--- src/rtl/pix_rank_pkg.sv ---
package pix_rank_pkg;

    localparam int PIX_W_DEF = 8;
    localparam int NWIN_DEF  = 9;

    // Impulse test: either end of the value range.
    function automatic logic is_impulse(input logic [PIX_W_DEF-1:0] v);
        return (v == '0) || (v == '1);
    endfunction

    // Magnitude of the difference of two pixel values.
    function automatic logic [PIX_W_DEF-1:0] abs_diff(input logic [PIX_W_DEF-1:0] a,
                                                      input logic [PIX_W_DEF-1:0] b);
        return (a > b) ? (a - b) : (b - a);
    endfunction

endpackage

--- src/rtl/pix_noise_map.sv ---
module pix_noise_map
    import pix_rank_pkg::*;
#(
    parameter int PIX_W = PIX_W_DEF,
    parameter int NWIN  = NWIN_DEF
) (
    input  logic [NWIN-1:0][PIX_W-1:0] raw,
    output logic [NWIN-1:0][PIX_W-1:0] mapped
);

    genvar k;
    generate
        for (k = 0; k < NWIN; k++) begin : g_pix
            logic hit;
            assign hit       = (raw[k] == '0) || (raw[k] == '1);
            assign mapped[k] = hit ? '0 : raw[k];
        end
    endgenerate

endmodule

--- src/rtl/pix_cas_layer.sv ---
module pix_cas_layer
    import pix_rank_pkg::*;
#(
    parameter int PIX_W = PIX_W_DEF,
    parameter int NWIN  = NWIN_DEF,
    parameter int PHASE = 0
) (
    input  logic                       clk,
    input  logic                       rst,
    input  logic                       vld_i,
    input  logic [NWIN-1:0][PIX_W-1:0] d_i,
    output logic                       vld_o,
    output logic [NWIN-1:0][PIX_W-1:0] d_o
);

    logic [NWIN-1:0][PIX_W-1:0] nxt;

    genvar k;
    generate
        for (k = 0; k < NWIN; k++) begin : g_lane
            if ((k % 2 == PHASE) && (k + 1 < NWIN)) begin : g_lo
                assign nxt[k] = (d_i[k] > d_i[k+1]) ? d_i[k+1] : d_i[k];
            end else if ((k >= 1) && ((k - 1) % 2 == PHASE)) begin : g_hi
                assign nxt[k] = (d_i[k-1] > d_i[k]) ? d_i[k-1] : d_i[k];
            end else begin : g_pass
                assign nxt[k] = d_i[k];
            end
        end
    endgenerate

    always_ff @(posedge clk) begin
        if (rst) begin
            vld_o <= 1'b0;
            d_o   <= '0;
        end else begin
            vld_o <= vld_i;
            d_o   <= nxt;
        end
    end

endmodule

--- src/rtl/pix_rank_stats.sv ---
module pix_rank_stats
    import pix_rank_pkg::*;
#(
    parameter int PIX_W = PIX_W_DEF,
    parameter int NWIN  = NWIN_DEF,
    localparam int CNT_W = $clog2(NWIN + 1),
    localparam int MID   = NWIN / 2
) (
    input  logic [NWIN-1:0][PIX_W-1:0] srt,
    output logic [PIX_W-1:0]           mn,
    output logic [PIX_W-1:0]           md,
    output logic [PIX_W-1:0]           mx,
    output logic                       md_noisy,
    output logic [CNT_W-1:0]           cnt,
    output logic [PIX_W-1:0]           cmed,
    output logic [PIX_W-1:0]           near,
    output logic                       none
);

    int          n_clean;
    int          cidx;
    int          best_d;
    int          d;

    assign mn       = srt[0];
    assign md       = srt[MID];
    assign mx       = srt[NWIN-1];
    assign md_noisy = !((srt[0] < srt[MID]) && (srt[MID] < srt[NWIN-1]));

    always_comb begin
        n_clean = 0;
        for (int i = 0; i < NWIN; i++) begin
            if (srt[i] != '0) n_clean = n_clean + 1;
        end
        cnt  = CNT_W'(n_clean);
        none = (n_clean == 0);

        // Clean entries sit at the top of the sorted vector.
        cidx = (NWIN - n_clean) + (n_clean - 1) / 2;
        cmed = '0;
        for (int i = 0; i < NWIN; i++) begin
            if ((n_clean != 0) && (i == cidx)) cmed = srt[i];
        end

        // Ascending scan with strict improvement keeps the smaller value on a tie.
        near   = '0;
        best_d = 1 << PIX_W;
        d      = 0;
        for (int i = 0; i < NWIN; i++) begin
            d = int'(srt[i]) - int'(srt[MID]);
            if (d < 0) d = -d;
            if ((srt[i] != '0) && (d < best_d)) begin
                best_d = d;
                near   = srt[i];
            end
        end
    end

endmodule

--- src/rtl/pix_rank_sorter.sv ---
module pix_rank_sorter
    import pix_rank_pkg::*;
#(
    parameter int PIX_W = PIX_W_DEF,
    parameter int NWIN  = NWIN_DEF,
    localparam int CNT_W  = $clog2(NWIN + 1),
    localparam int LAYERS = NWIN
) (
    input  logic                       clk,
    input  logic                       rst,
    input  logic                       in_valid,
    input  logic [NWIN-1:0][PIX_W-1:0] in_pix,
    output logic                       out_valid,
    output logic [PIX_W-1:0]           out_min,
    output logic [PIX_W-1:0]           out_med,
    output logic [PIX_W-1:0]           out_max,
    output logic                       out_med_noisy,
    output logic [CNT_W-1:0]           out_clean_cnt,
    output logic [PIX_W-1:0]           out_clean_med,
    output logic [PIX_W-1:0]           out_nearest,
    output logic                       out_all_noisy
);

    logic [LAYERS:0]                       stg_v;
    logic [LAYERS:0][NWIN-1:0][PIX_W-1:0]  stg_d;

    assign stg_v[0] = in_valid;

    pix_noise_map #(.PIX_W(PIX_W), .NWIN(NWIN)) i_map (
        .raw    (in_pix),
        .mapped (stg_d[0])
    );

    genvar L;
    generate
        for (L = 0; L < LAYERS; L++) begin : g_layer
            pix_cas_layer #(.PIX_W(PIX_W), .NWIN(NWIN), .PHASE(L % 2)) i_layer (
                .clk   (clk),
                .rst   (rst),
                .vld_i (stg_v[L]),
                .d_i   (stg_d[L]),
                .vld_o (stg_v[L+1]),
                .d_o   (stg_d[L+1])
            );
        end
    endgenerate

    logic [PIX_W-1:0] s_mn, s_md, s_mx, s_cmed, s_near;
    logic             s_noisy, s_none;
    logic [CNT_W-1:0] s_cnt;

    pix_rank_stats #(.PIX_W(PIX_W), .NWIN(NWIN)) i_stats (
        .srt      (stg_d[LAYERS]),
        .mn       (s_mn),
        .md       (s_md),
        .mx       (s_mx),
        .md_noisy (s_noisy),
        .cnt      (s_cnt),
        .cmed     (s_cmed),
        .near     (s_near),
        .none     (s_none)
    );

    always_ff @(posedge clk) begin
        if (rst) begin
            out_valid     <= 1'b0;
            out_min       <= '0;
            out_med       <= '0;
            out_max       <= '0;
            out_med_noisy <= 1'b0;
            out_clean_cnt <= '0;
            out_clean_med <= '0;
            out_nearest   <= '0;
            out_all_noisy <= 1'b0;
        end else begin
            out_valid     <= stg_v[LAYERS];
            out_min       <= s_mn;
            out_med       <= s_md;
            out_max       <= s_mx;
            out_med_noisy <= s_noisy;
            out_clean_cnt <= s_cnt;
            out_clean_med <= s_cmed;
            out_nearest   <= s_near;
            out_all_noisy <= s_none;
        end
    end

endmodule

--- config.mk ---
export PLATFORM = sky130hd
export DESIGN_NAME = pix_rank_sorter
export DESIGN_NICKNAME = d
export VERILOG_FILES = /design/src/rtl/pix_rank_pkg.sv /design/src/rtl/pix_noise_map.sv /design/src/rtl/pix_cas_layer.sv /design/src/rtl/pix_rank_stats.sv /design/src/rtl/pix_rank_sorter.sv
export SDC_FILE = /design/constraint.sdc
export NUM_CORES = 2
export LEC_CHECK = 0
export BUFFER_PORTS_ARGS = -buffer_cell sky130_fd_sc_hd__buf_2
export CAP_MARGIN = 20
export CORE_MARGIN = 2
export CORE_UTILIZATION = 65
export DETAILED_ROUTE_END_ITERATION = 16
export HOLD_SLACK_MARGIN = 0.06
export MAX_ROUTING_LAYER = met4
export PLACE_DENSITY = 0.82
export SYNTH_ARGS = -nofsm -noshare
export SYNTH_HDL_FRONTEND = slang
export SYNTH_HIERARCHICAL = 1
export SYNTH_SLANG_ARGS = --single-unit
--- constraint.sdc ---
create_clock -name clk -period 23.9 [get_ports clk]
set_input_delay 2.39 -clock clk [delete_from_list [all_inputs] [get_ports clk]]
set_output_delay 2.39 -clock clk [all_outputs]
set_load 0.01 [all_outputs]
==> flow_summary.json <==
{
  "synthFlopType": "dfxtp_1",
  "tightest_slew_ps": 1070,
  "ys_warn_count": 6,
  "hold_class": "flip-flop to flip-flop",
  "grt_max_degree": 73,
  "power_density_nw_per_um2": 157,
  "setup_tns_ps": 0,
  "crit_path_max_fanout": 33,
  "yosysUniqueCellTypes": 101,
  "path_class": "flip-flop to flip-flop",
  "fp-row-count": 106,
  "slew-limit-headroom_pct": 28.2,
  "grt_pass1_wl_um": 229000,
  "dieHeight_um": 295,
  "reg2reg_depth": 100,
  "finalNetCount": 7232,
  "peakVddDrop_mv": 0.419,
  "h-tree-depth": 3,
  "clkTransAtPathRegs_ps": 60,
  "p_total_mw": 9.23,
  "setup_viol": 0,
  "cp_data_required_time_ps": 24400,
  "ant_nets": 0,
  "syn_to_final_growth_pct": 7.10,
  "holdWs_ps": 431,
  "gp_congestion": 1.03,
  "initial_utilization_pct": 65.7,
  "yosysSeqAreaShare_pct": 25.6,
  "synth_edf_count": 0,
  "rrSetupSlack_ps": 1320,
  "track_usage_pct": 31.9,
  "core-area_sq_um": 83700,
  "slowest_delay_ps": 580,
  "numCtsBuffers": 78,
  "fillCellCount": 6650,
  "cts_hold_buf": 0,
  "crit_path_start": "g_layer[8].i_layer/d_o[32]",
  "fin_util_pct": 70.3,
  "endpoint": "out_nearest[7]",
  "overflow": 0,
  "critPathArrivalTime_ps": 23080,
  "io_pins": 122,
  "wire_per_inst_um": 17.9,
  "via_per_inst": 6.47,
  "drive_above_1_share_pct": 9.65,
  "drc": 0,
  "crit_slowest_cell": "or4_1",
  "maxSlewViolCount": 0,
  "clock_sinks": 704,
  "cts_buffer_depth": 3,
  "design_area_sq_um": 58900,
  "finalCritPeriodShare_pct": 94.5,
  "reg2reg_to": "out_nearest[7]",
  "clock.fmax_mhz": 44.3,
  "finClkSkew_ps": 41.2,
  "async_reset_ff_share_pct": 0,
  "post-route-min-period_ps": 22580,
  "drtIter0Drc": 4313,
  "regArea_sq_um": 14100,
  "drv_cap": 0,
  "place_area_sq_um": 55900,
  "rr_startpoint": "g_layer[8].i_layer/d_o[32]",
  "hold_viol": 0,
  "grt_pass1_vias": 46400,
  "cp-end-kind": "flip-flop",
  "synth_cells": 6498,
  "drtPass1Iterations": 6,
  "antenna_found_initial": 1,
  "dieArea_sq_um": 86900,
  "die_w_um": 295,
  "ys_ff_latch": 704,
  "clock_latency_ps": 650,
  "cts_setup_buffers": 0,
  "setup.worst_path.start_class": "flip-flop",
  "io_buffer_count": 121,
  "netlist_area_sq_um": 55000,
  "cts_tree": "built",
  "outcome": "completed",
  "crit_top_cell": "a21o_1",
  "dp_hpwl_um": 99900,
  "cts_root_buf": "clkbuf_16",
  "multi_input_area_sq_um": 38000,
  "route.final.wire_length_um": 139000,
  "power.leakage_nw": 24.1,
  "vias": 50300,
  "syn_avg_cell_area_sq_um": 8.46
}
[where the power goes]
group / leakage, nW / internal (mW) / switching (mW) / total, mW
Sequential: 5.71 / 1.34 / 0.236 / 1.58
Combinational: 17.0 / 2.29 / 4.02 / 6.31
Clock: 1.44 / 0.833 / 0.513 / 1.35
Total: 24.1 / 4.46 / 4.77 / 9.23
[placed cells by master (no fill, tap or decap), types with 79 or more instances in the layout]
cell type  synthesis  final
inv_1            438    438
ha_1             581    581
nor2_1           188    188
nand4_1           81     81
nand2_1          794    793
conb_1             2    272
buf_2             78    120
o211ai_1         588    588
a221o_1          580    580
a21oi_1          785    785
dfxtp_1          704    704
clkbuf_16          0     79
o21ai_0          118    118
a21o_1           137    137
nor2b_1          130    130
[area by class of cell]
cell class | instances | share of cell area, %
clock buffer | 102 | 3.81
multi-input combinational | 5206 | 64.6
timing repair buffer | 130 | 1.16
clock inverter | 40 | 1.21
inverter | 447 | 2.85
sequential | 704 | 23.9
antenna | 1 | 0.00425
tap | 1134 | 2.41
[what timing repair did]
action / 4_1_cts / 5_1_grt
endpoints found under the hold margin: 0 / 0
gates resized for setup: 0 / 4
endpoints found under the setup margin: 0 / 8
[metrics by stage]
step                      std cells  worst slack (ps)
after detailed placement       7620              1180
after global routing           7764             -23.2
final                          7764              1320
after global placement         7620              1750
after floorplan                6768              4070
after CTS                      7762              1110
[registers in the layout (all words and copies together) (netlist names)]
signal                 flops
g_layer.i_layer/d_o      648
g_layer.i_layer/vld_o      9
out_clean_med              8
out_max                    8
out_med                    8
out_min                    8
out_nearest                8
out_clean_cnt              4
out_all_noisy              1
out_med_noisy              1
out_valid                  1
[worst min-delay path by stage]
stage                                           from                          to  slack, ps  depth (start not counted)
final                      g_layer[0].i_layer/d_o[5]   g_layer[1].i_layer/d_o[5]        430                          1
after floorplan            g_layer[0].i_layer/d_o[0]   g_layer[1].i_layer/d_o[0]        410                          1
after global routing       g_layer[0].i_layer/d_o[5]   g_layer[1].i_layer/d_o[5]        440                          1
after detailed placement  g_layer[3].i_layer/d_o[69]  g_layer[4].i_layer/d_o[69]        420                          1
after global placement     g_layer[2].i_layer/d_o[2]   g_layer[3].i_layer/d_o[2]        420                          1
after CTS                 g_layer[3].i_layer/d_o[69]  g_layer[4].i_layer/d_o[69]        430                          1
[worst max-delay path: cells and delay by family (launching register included)]
kind	cells	cell delay, ps
buffers and inverters	9	1400
multiplexers	7	1660
AND/OR/NAND/NOR	23	5690
adder cells (fa/ha/maj)	9	2290
flip-flops	1	300
AO/OA/AOI/OAI	52	11100
[routing by layer]
layer  vias up  GRT usage, %  wire, um
li1      24400             -         -
met1     23800          37.7     56700
met2      1758          55.7     69900
met3       350          2.98      7060
met4         0          12.7      5250
met5         -             -         0
[cells in the mapped netlist, drive strengths merged (7+ instances only)]
library cell	number	area, sq um
nor3	27	146
a31o	7	61.3
or3	9	61.3
mux2i	45	458
or4	14	105
nand2	795	2990
o211ai	589	4430
nor2	225	937
mux2	43	503
o21bai	23	173
a211oi	13	97.6
nor2b	157	1050
nor4	25	178
o2111ai	8	76.3
o21a	51	653
clkbuf	242	908
and3	21	131
mux4	9	203
xor2	45	394
a221o	580	5810
fa	9	180
a21oi	821	4510
xnor2	78	698
nand2b	102	706
o211a	39	390
a211o	11	96.3
dfxtp	704	14100
nand3	32	160
a21o	137	1030
o31ai	8	60.1
buf	169	1290
o21ai	124	624
o2bb2ai	7	61.3
and4	25	241
ha	581	7270
and2	18	113
inv	447	1680
nand4	117	957
a21boi	78	856
[cell families after synthesis]
family | Yosys count | share of synthesized area, %
compound gates | 2526 | 35.0
simple gates | 1594 | 14.6
buf+inv | 858 | 7.05
flops | 704 | 25.6
fa+ha+maj | 592 | 13.6
xor+xnor | 125 | 2.07
mux | 97 | 2.12
other cells | 2 | 0.0137
Note: power is estimated with default switching activity, not from simulation.
